===== config.mk =====
export PLATFORM = sky130hd
export DESIGN_NAME = occ_counter
export DESIGN_NICKNAME = d
export VERILOG_FILES = /design/src/rtl/occ_pkg.sv /design/src/rtl/occ_ctrl.sv /design/src/rtl/occ_dp.sv /design/src/rtl/occ_counter.sv
export SDC_FILE = /design/constraint.sdc
export NUM_CORES = 1
export LEC_CHECK = 0
export BUFFER_PORTS_ARGS = -buffer_cell sky130_fd_sc_hd__buf_2
export CORE_AREA = 2 2 39 41
export DETAILED_ROUTE_END_ITERATION = 6
export DIE_AREA = 0 0 41 43
export PLACE_DENSITY = 0.6
export SLEW_MARGIN = 40
export SYNTH_ARGS = -nofsm -noshare
export SYNTH_HDL_FRONTEND = slang
export SYNTH_SLANG_ARGS = --single-unit

===== constraint.sdc =====
create_clock -name clk -period 2.25 [get_ports clk]
set_clock_uncertainty 0.15 [all_clocks]
set_input_delay 0.3375 -clock clk [delete_from_list [all_inputs] [get_ports clk]]
set_output_delay 0.3375 -clock clk [all_outputs]
set_load 0.005 [all_outputs]

===== src/rtl/occ_pkg.sv =====
package occ_pkg;

  // Strobes passed from command decode to the arithmetic datapath
  typedef struct packed {
    logic stepDown;  // subtract one (read without write)
    logic plusOne;   // add one (write without read)
    logic takeN;     // restore amount participates (no read)
  } occ_strobe_t;

endpackage


===== src/rtl/occ_ctrl.sv =====
module occ_ctrl
  import occ_pkg::*;
(
  input  logic        incr,
  input  logic        decr,
  output occ_strobe_t strobe
);

  // A read cancels the restore amount. A read paired with a write nets to zero.
  always_comb begin
    strobe.stepDown = decr & ~incr;
    strobe.plusOne  = incr & ~decr;
    strobe.takeN    = ~decr;
  end

endmodule


===== src/rtl/occ_dp.sv =====
module occ_dp
  import occ_pkg::*;
#(
  parameter int CNT_W = 5
) (
  input  logic              clk,
  input  logic              rst,
  input  occ_strobe_t       strobe,
  input  logic [CNT_W-2:0]  addN,
  output logic [CNT_W-1:0]  count,
  output logic [CNT_W-1:0]  countNext
);

  localparam int ADDR_W = CNT_W - 1;

  logic [CNT_W-1:0] nExt;
  logic [CNT_W-1:0] upDelta;

  // Zero-extend the restore amount by one bit
  assign nExt = strobe.takeN ? {1'b0, addN} : '0;

  always_comb begin
    upDelta = nExt + {{ADDR_W{1'b0}}, strobe.plusOne};
    if (strobe.stepDown)
      countNext = count - {{ADDR_W{1'b0}}, 1'b1};
    else
      countNext = count + upDelta;  // wraps modulo 2^CNT_W
  end

  always_ff @(posedge clk) begin
    if (rst) count <= '1;
    else     count <= countNext;
  end

endmodule


===== src/rtl/occ_counter.sv =====
module occ_counter
  import occ_pkg::*;
#(
  parameter int CNT_W = 5
) (
  input  logic             clk,
  input  logic             rst,
  input  logic             incr,
  input  logic             decr,
  input  logic [CNT_W-2:0] addN,
  output logic [CNT_W-1:0] count,
  output logic [CNT_W-1:0] countNext
);

  occ_strobe_t strobe;

  occ_ctrl uCtrl (
    .incr   (incr),
    .decr   (decr),
    .strobe (strobe)
  );

  occ_dp #(.CNT_W(CNT_W)) uDp (
    .clk       (clk),
    .rst       (rst),
    .strobe    (strobe),
    .addN      (addN),
    .count     (count),
    .countNext (countNext)
  );

endmodule


==> results.cfg, run 1 <==
[finish]
syn_to_final_growth_pct = 42.01
antenna_cells = 0
n_fill_cell = 146
drive_gt1_share_pct = 48.10
largest_reg_flops = 5
top_regs = uDp.count x5
top_register = uDp.count
nNetsFinal = 94
area.sequential_sq_um = 101.3
post-route-cell-area_sq_um = 689.4
multi_input_area_sq_um = 384.1

[drt]
wl_per_cell_microns = 11.01
routed_via_density = 4.737
ant_nets = 0
drtIter0Drc = 8
drt_pass1_iterations = 3
drc = 0
num_vias = 450
postRouteWirelength_microns = 1046

[pwr]
finalPower_w = 0.0005149
intPower_w = 0.0003304
peakVddDrop_v = 0.0003465
p_comb_share_pct = 54.1
p_sw_w = 0.0001845
p_per_area_nw_per_um2 = 746.9
p_leak_nw = 0.3463
swShare_pct = 35.83
power_frac_clock_pct = 20.7
p_seq_share_pct = 25.2

[synth]
syn_nets = 67
synth_cells = 53
async_flop_share_pct = 0
avgSynthCellArea_sq_um = 9.160
synthAdderAreaFrac_pct = 18.56
ys.warnings.count = 0
synth_top_family_by_area = simple AND/OR/NAND/NOR gates
yosysSeqAreaShare_pct = 20.62
ys_ff_latch = 5
synthMuxAreaShare_pct = 4.124
synth_top_cells_by_area = dfxtp_1, ha_1, fa_1, a2111oi_4, a21o_1
synth_compound_area_share_pct = 16.75
synth_top_area_share_pct = 20.62
synth_top_flop_cell = dfxtp_1
synth_area_sq_um = 485.5
synth_cell_types = 25
synth_area_leader_cell = dfxtp_1
synth_xor_area_share_pct = 7.216
synth_enable_flop_cells = 0
yosys.area_share.simple_pct = 28.87

[setup_path]
r2r_setup_slack_ns = 0.29
path_class = input pin to primary output
cp.arrival_ns = 1.90
start_kind = input pin
critPathCaptureType = primary output
cp.required_ns = 1.76
r2r_cells = 7
critPathMaxFanout = 4

[clock_tree]
cts_tree = done
numCtsBuffers = 3
clock_sinks = 5
clk_latency_ns = 0.24
cts_setup_buffers = 0
clock_path_buffers = 2
clockRootBuffer = clkbuf_4
h-tree-depth = 1
ctsHoldBuffers = 0
clk_pin_slew_worst_paths_ns = 0.04

[grt]
grt_overflow = 0
grt_pass1_wl_microns = 1863
grt_pass1_vias = 428
grt_max_degree = 8
antenna_found_initial = 0
gr-usage-all-layers_pct = 15.66

[timing]
postLayoutSetupSlackWorst_ns = -0.1410
tightest_slew_ns = 0.2671
fin_crit_ns = 2.391
fmaxAchievable_mhz = 418.2
maxSlewHeadroom_pct = 82.15
rsz0062_at_grt = true
setup_viol = 3
post-route-period-util_pct = 106.3
final_max_slew_viol_count = 0
hold_violations = 0
fin_tns_setup_ns = -0.1561

[place]
dp_hpwl_microns = 883
numPortBuffers = 17
placed_area_sq_um = 628.1
post-place-ws_ns = -0.2965
place_congestion = 0.6864

[status]
violations = negative setup slack
outcome = complete, but fails checks

[floorplan]
rows = 14
core-area_sq_um = 1384
die_y_microns = 43
initial_utilization_pct = 35.08
ios = 18
die_w_microns = 41
dieArea_sq_um = 1763

[hold_path]
hp-class = input pin to register
hold_depth = 2

[job]
max-cap-violations = 0
[worst paths after layout]
kind | from | end
worst max-delay path | decr | countNext[4]
worst min-delay path | rst | uDp.count[3]
worst max register to register | uDp.count[0] | uDp.count[4]
worst min register to register | uDp.count[3] | uDp.count[3]
[Yosys cell counts, types with 2 or more instances]
library cell and number:
a21o_1 3, a21oi_1 2, and2b_1 3, and2b_2 2
dfxtp_1 5, fa_1 2, ha_1 4, inv_1 5
mux2i_1 2, nand2b_1 2, nor2_1 5, or2_2 3
xnor2_1 2, xor2_1 2
[power by group through the flow]
stage	Clock [W]	Combinational, W	Sequential (W)
floorplan	0	0.000159	0.000133
global placement	0	0.000256	0.000131
detailed placement	0	0.000260	0.000131
CTS	0.000110	0.000282	0.000130
global route	0.000118	0.000317	0.000134
finish	0.000106	0.000279	0.000130
[worst max-delay path: stages]
cell	delay [ns]
buf_6	0.10
and2b_1	0.21
fa_2	0.22
inv_2	0.04
fa_2	0.34
nand2b_4	0.16
a2111oi_4	0.30
a211oi_2	0.07
buf_2	0.13
[metrics by stage]
stage	utilization (%)	cells	hold slack, ns
after global placement	45.39	91	0.4390
after floorplan	-	53	0.2819
final	49.82	95	0.2023
after CTS	49.82	95	0.1908
after detailed placement	45.39	91	0.4394
after global routing	49.82	95	0.2014
[layout by cell type (no fill, tap or decap), types with 3 or more instances in the layout]
master	n
inv_1	4
buf_2	15
a21o_1	3
nor2_1	5
buf_4	4
buf_6	3
ha_1	4
or2_2	3
clkbuf_4	3
and2b_1	3
dfxtp_1	4
[layout make-up]
class	instances	share of cell area (%)
multi-input combinational	43	55.72
timing repair buffer	22	20.15
sequential	5	14.70
clock buffer	4	3.811
tap	16	2.904
inverter	5	2.722
[timing repair]
item | CTS | global route
setup endpoints to repair | 4 | 4
pin swaps | 1 | 0
endpoints found under the hold margin | 0 | 0
gates resized for setup | 9 | 0
[logic make-up after synthesis]
kind of cell | after synthesis
AOI/OAI and AO/OA | 9
buffers and inverters | 5
DFF | 5
and+or+nand+nor | 22
xor gates and xnor gates | 4
muxes | 2
adders and majority gates | 6
[layer usage]
layer | part of all wire, % | GRT usage [%] | vias up
li1 | - | - | 231
met5 | 0 | 0 | -
met3 | 4.6 | 6.283 | 0
met1 | 45 | 18.65 | 209
met4 | 0 | 4.000 | 0
met2 | 51 | 25.00 | 10
No activity file was read; power rests on OpenSTA's default activity.
==> inputs of run 2 (changes only) <==
Settings changed: ABC_AREA set to 1.
==> run 2 against run 1 <==
  * The flow still finishes with violations (negative setup slack)
  * Wire length increased by 2.1%
  * Count of clock-buffer cells in the layout unchanged
  * Worst setup slack improved by 0.027 ns
  * Area after synthesis decreased by 1.5%
==> results.cfg, run 2 <==
[floorplan]
rows = 14
die_w_microns = 41
core-area_sq_um = 1384
die_y_microns = 43
dieArea_sq_um = 1763
initial_utilization_pct = 34.54
ios = 18

[timing]
final_max_slew_viol_count = 0
fin_worst_hold_slack_ns = 0.1359
fmaxAchievable_mhz = 422.9
fin_crit_ns = 2.365
hold_violations = 0
post-route-period-util_pct = 105.1
fin_tns_setup_ns = -0.1145
setup_viol = 1
tightest_slew_ns = 0.2030
postLayoutSetupSlackWorst_ns = -0.1145
rsz0062_at_grt = true
maxSlewHeadroom_pct = 86.47

[synth]
syn_nets = 84
yosysSeqAreaShare_pct = 20.94
synth_top_cells_by_area = dfxtp_1, inv_1, nand2_1, ha_1, fa_1
ys_ff_latch = 5
synth_enable_flop_cells = 0
synth_cell_types = 18
async_flop_share_pct = 0
synth_area_sq_um = 478.0
synth_cells = 70
synth_area_leader_cell = dfxtp_1
avgSynthCellArea_sq_um = 6.828
ys.warnings.count = 0
synth_top_flop_cell = dfxtp_1
ys_top_cells_by_count = inv_1, nand2_1, nand3_1
synth_top_area_share_pct = 20.94

[place]
numPortBuffers = 17
place_congestion = 0.7466
dp_hpwl_microns = 856.3

[status]
outcome = complete, but fails checks
violations = negative setup slack

[pwr]
p_per_area_nw_per_um2 = 661.0
p_leak_nw = 0.4057
peakVddDrop_v = 0.0003666

[finish]
final_cell_mix = buf_2, nand2_1, inv_1
nNetsFinal = 112
post-route-util_pct = 50.72
largest_reg_flops = 5
final_common_cell = buf_2
top_register = uDp.count
syn_to_final_growth_pct = 46.86
top_regs = uDp.count x5
drive_gt1_share_pct = 44.33
antenna_cells = 0

[grt]
antenna_found_initial = 0
grt_pass1_wl_microns = 1897
grt_max_degree = 8
grt_pass1_vias = 493
grt_overflow = 0
gr-usage-all-layers_pct = 16.10

[clock_tree]
clk_latency_ns = 0.25
h-tree-depth = 1
clock_sinks = 5
numCtsBuffers = 3
cts_tree = done
clockRootBuffer = clkbuf_4
clk_pin_slew_worst_paths_ns = 0.05
clock_path_buffers = 2

[drt]
drc = 0
drtIter0Drc = 6
drt_pass1_iterations = 4
postRouteWirelength_microns = 1068
wl_per_cell_microns = 9.451
routed_via_density = 4.451
num_vias = 503
ant_nets = 0

[job]
max-cap-violations = 0

[setup_path]
critPathMaxFanout = 3
cp.required_ns = 1.76
cp.arrival_ns = 1.88
start_kind = input pin
critPathCaptureType = primary output
path_class = input pin to primary output

[hold_path]
hp-class = input pin to register
-- run 2: worst paths after layout --
| path | start | end | slack (ns) | depth (start not counted) |
|---|---|---|---|---|
| worst max-delay path | decr | countNext[1] | -0.11 | 9 |
| worst min-delay path | rst | uDp.count[2] | 0.14 | 2 |
| worst max register to register | uDp.count[0] | uDp.count[1] | 0.52 | 6 |
| worst min register to register | uDp.count[4] | uDp.count[4] | 0.35 | 2 |
-- run 2: metal layers --
metal / global-route usage, % / part of all wire (%)
met1: 18.77 / 38
met2: 24.38 / 54
met3: 9.424 / 6.9
met4: 4.000 / 0.47
met5: 0 / 0
-- run 2: final cells by class --
| class | count | area [sq um] |
|---|---|---|
| inverter | 18 | 70.07 |
| sequential | 5 | 101.3 |
| fill | 142 | 681.9 |
| timing repair buffer | 23 | 140.1 |
| tap | 16 | 20.02 |
| multi-input combinational | 47 | 344.1 |
| clock buffer | 4 | 26.28 |
-- run 2: cell families (layout without fill, tap and decap cells) --
logic type	Yosys count	after routing	synth area share, %
buf+inv	18	45	14.14
flops	5	5	20.94
fa+ha+maj	6	6	18.85
compound gates	4	4	6.019
simple gates	35	35	36.39
xor+xnor	2	2	3.666
-- run 2: repair_timing --
item | CTS | global route
hold buffers | 0 | 0
gates resized for setup | 6 | 10
setup buffers | 0 | 1
gates cloned | 0 | 0
endpoints found under the setup margin | 3 | 4
pin swaps | 2 | 3
-- run 2: stage by stage --
step / power (W) / std cells / area [sq um] / setup slack [ns]
global placement: 0.0003337 / 108 / 620.6 / -0.1031
floorplan: 0.0002520 / 70 / 478.0 / 0.1108
CTS: 0.0004520 / 112 / 655.6 / -0.08633
finish: 0.0004640 / 113 / 701.9 / -0.1145
global route: 0.0005166 / 113 / 701.9 / -0.1791
detailed placement: 0.0003376 / 108 / 620.6 / -0.1549
-- run 2: report_power, final --
group / total [W] / switching [W] / internal (W)
combinational: 0.000236 / 0.000119 / 0.000116
sequential: 0.000121 / 0.0000151 / 0.000106
clock: 0.000108 / 0.0000402 / 0.0000673
total: 0.000464 / 0.000175 / 0.000289
-- run 2: worst max-delay path, stage by stage --
cell and delay [ns]:
buf_2 0.15, nor2_4 0.05, fa_2 0.39, inv_2 0.06, fa_2 0.41, or2_1 0.22, o21a_1 0.12, inv_1 0.05
buf_2 0.10
==> inputs of run 3 (changes only) <==
Settings changed: SETUP_SLACK_MARGIN set to 0.3.
==> run 3 against run 2 <==
  * Highest routed layer is now met3
  * Non-clock buffer count grew 1
  * Critical path depth grew 1
  * Worst setup slack gained 0.024 ns
  * Die area is the same
  * The flow still finishes with violations (negative setup slack)
  * Via count is the same
  * Sequential power is essentially flat
  * Core utilization grew 2.3 points
==> results.cfg, run 3 (synthesis results as in run 2) <==
[clock_tree]
clockRootBuffer = clkbuf_4
clock_sinks = 5
h-tree-depth = 1
numCtsBuffers = 3
cts_tree = done
ctsHoldBuffers = 0
clk_latency_ns = 0.24
clock_path_buffers = 2
clk_pin_slew_worst_paths_ns = 0.04

[timing]
post-route-period-util_pct = 104.0
postLayoutSetupSlackWorst_ns = -0.09059
hold_violations = 0
fin_crit_ns = 2.341
setup_viol = 2
rsz0062_at_grt = true
maxSlewHeadroom_pct = 83.99
fmaxAchievable_mhz = 427.2
final_max_slew_viol_count = 0
tightest_slew_ns = 0.2398

[place]
place_inst = 108
numPortBuffers = 17
place_congestion = 0.7500
dp_hpwl_microns = 880.2
placed_area_sq_um = 643.1
post-place-ws_ns = -0.1485

[floorplan]
core-area_sq_um = 1384
die_y_microns = 43
die_w_microns = 41
dieArea_sq_um = 1763
initial_utilization_pct = 34.54
ios = 18
rows = 14

[finish]
drive_gt1_share_pct = 46.94
nNetsFinal = 113
post-route-util_pct = 52.98
antenna_cells = 0
final_cell_mix = nand2_1, buf_2, inv_1
top_register = uDp.count
post-route-cell-area_sq_um = 733.2
fin_cells = 114
largest_reg_flops = 5
top_regs = uDp.count x5
syn_to_final_growth_pct = 53.40

[drt]
num_vias = 503
wl_per_cell_microns = 9.754
drtIter0Drc = 1
postRouteWirelength_microns = 1112
drt_pass1_iterations = 2
drc = 0
routed_via_density = 4.412
ant_nets = 0

[status]
outcome = complete, but fails checks
violations = negative setup slack

[setup_path]
cp.required_ns = 1.76
slowest_delay_ns = 0.39
cp_slowest_cell = fa_2
start_kind = input pin
cp.arrival_ns = 1.85
path_class = input pin to primary output
critPathMaxFanout = 2
critPathCaptureType = primary output
r2r_setup_slack_ns = 0.47
path_cells = buf_6, inv_12, nor2_4, fa_2, inv_2, fa_1, or2_1, o21a_1, inv_1, buf_2

[pwr]
peakVddDrop_v = 0.0003981
p_per_area_nw_per_um2 = 645.9
p_leak_nw = 0.4164

[hold_path]
hp-class = input pin to register

[grt]
grt_overflow = 0
use_met3_pct = 9.424
antenna_found_initial = 0
gr-usage-all-layers_pct = 15.22
grt_max_degree = 8
grt_pass1_wl_microns = 1794
use_met2_pct = 24.38
grt_pass1_vias = 465
grt_use_met1_pct = 16.94
grt_busiest_layer = met2

[job]
max-cap-violations = 0
run 3: what timing repair did:
item	in CTS	in global routing
pin swaps	3	4
setup endpoints to repair	5	4
buffers inserted	1	1
gates resized for setup	5	9
run 3: worst paths after layout:
kind | start | endpoint | cells past startpoint
worst max-delay path | incr | countNext[1] | 10
worst min-delay path | rst | uDp.count[2] | 2
worst max register to register | uDp.count[0] | uDp.count[4] | 12
worst min register to register | uDp.count[4] | uDp.count[4] | 3
run 3: critical path: cells and delay by family:
| kind | cells | cell delay (ns) |
|---|---|---|
| adders and majority gates | 2 | 0.78 |
| buffers and inverters | 5 | 0.36 |
| and+or+nand+nor | 2 | 0.25 |
| AOI/OAI and AO/OA | 1 | 0.12 |
run 3: final cells by class:
cell class,instances,area [sq um]
Inverter,18,80.08
Multi-Input combinational cell,47,359.1
Clock buffer,4,26.28
Sequential cell,5,101.3
Timing Repair Buffer,24,146.4
Tap cell,16,20.02
Fill cell,151,650.6
run 3: layer usage:
metal	wire, microns	part of all wire, %	vias to the layer above
met5	0	0	-
met4	0	0	0
met3	81	7.3	0
met2	603	54	13
met1	427	38	223
li1	-	-	267
run 3: power by group:
part | internal [W] | switching, W
Clock | 0.0000669 | 0.0000352
Sequential | 0.000106 | 0.0000177
Combinational | 0.000123 | 0.000125
Total | 0.000296 | 0.000178
run 3: stage by stage:
stage,total power [W],hold WS [ns],setup TNS [ns]
floorplan,0.0002557,0.2873,0
global placement,0.0003382,0.3821,-0.2411
detailed placement,0.0003445,0.3877,-0.2882
CTS,0.0004609,0.1338,-0.2084
global route,0.0005225,0.1336,-0.3447
finish,0.0004736,0.1420,-0.1400
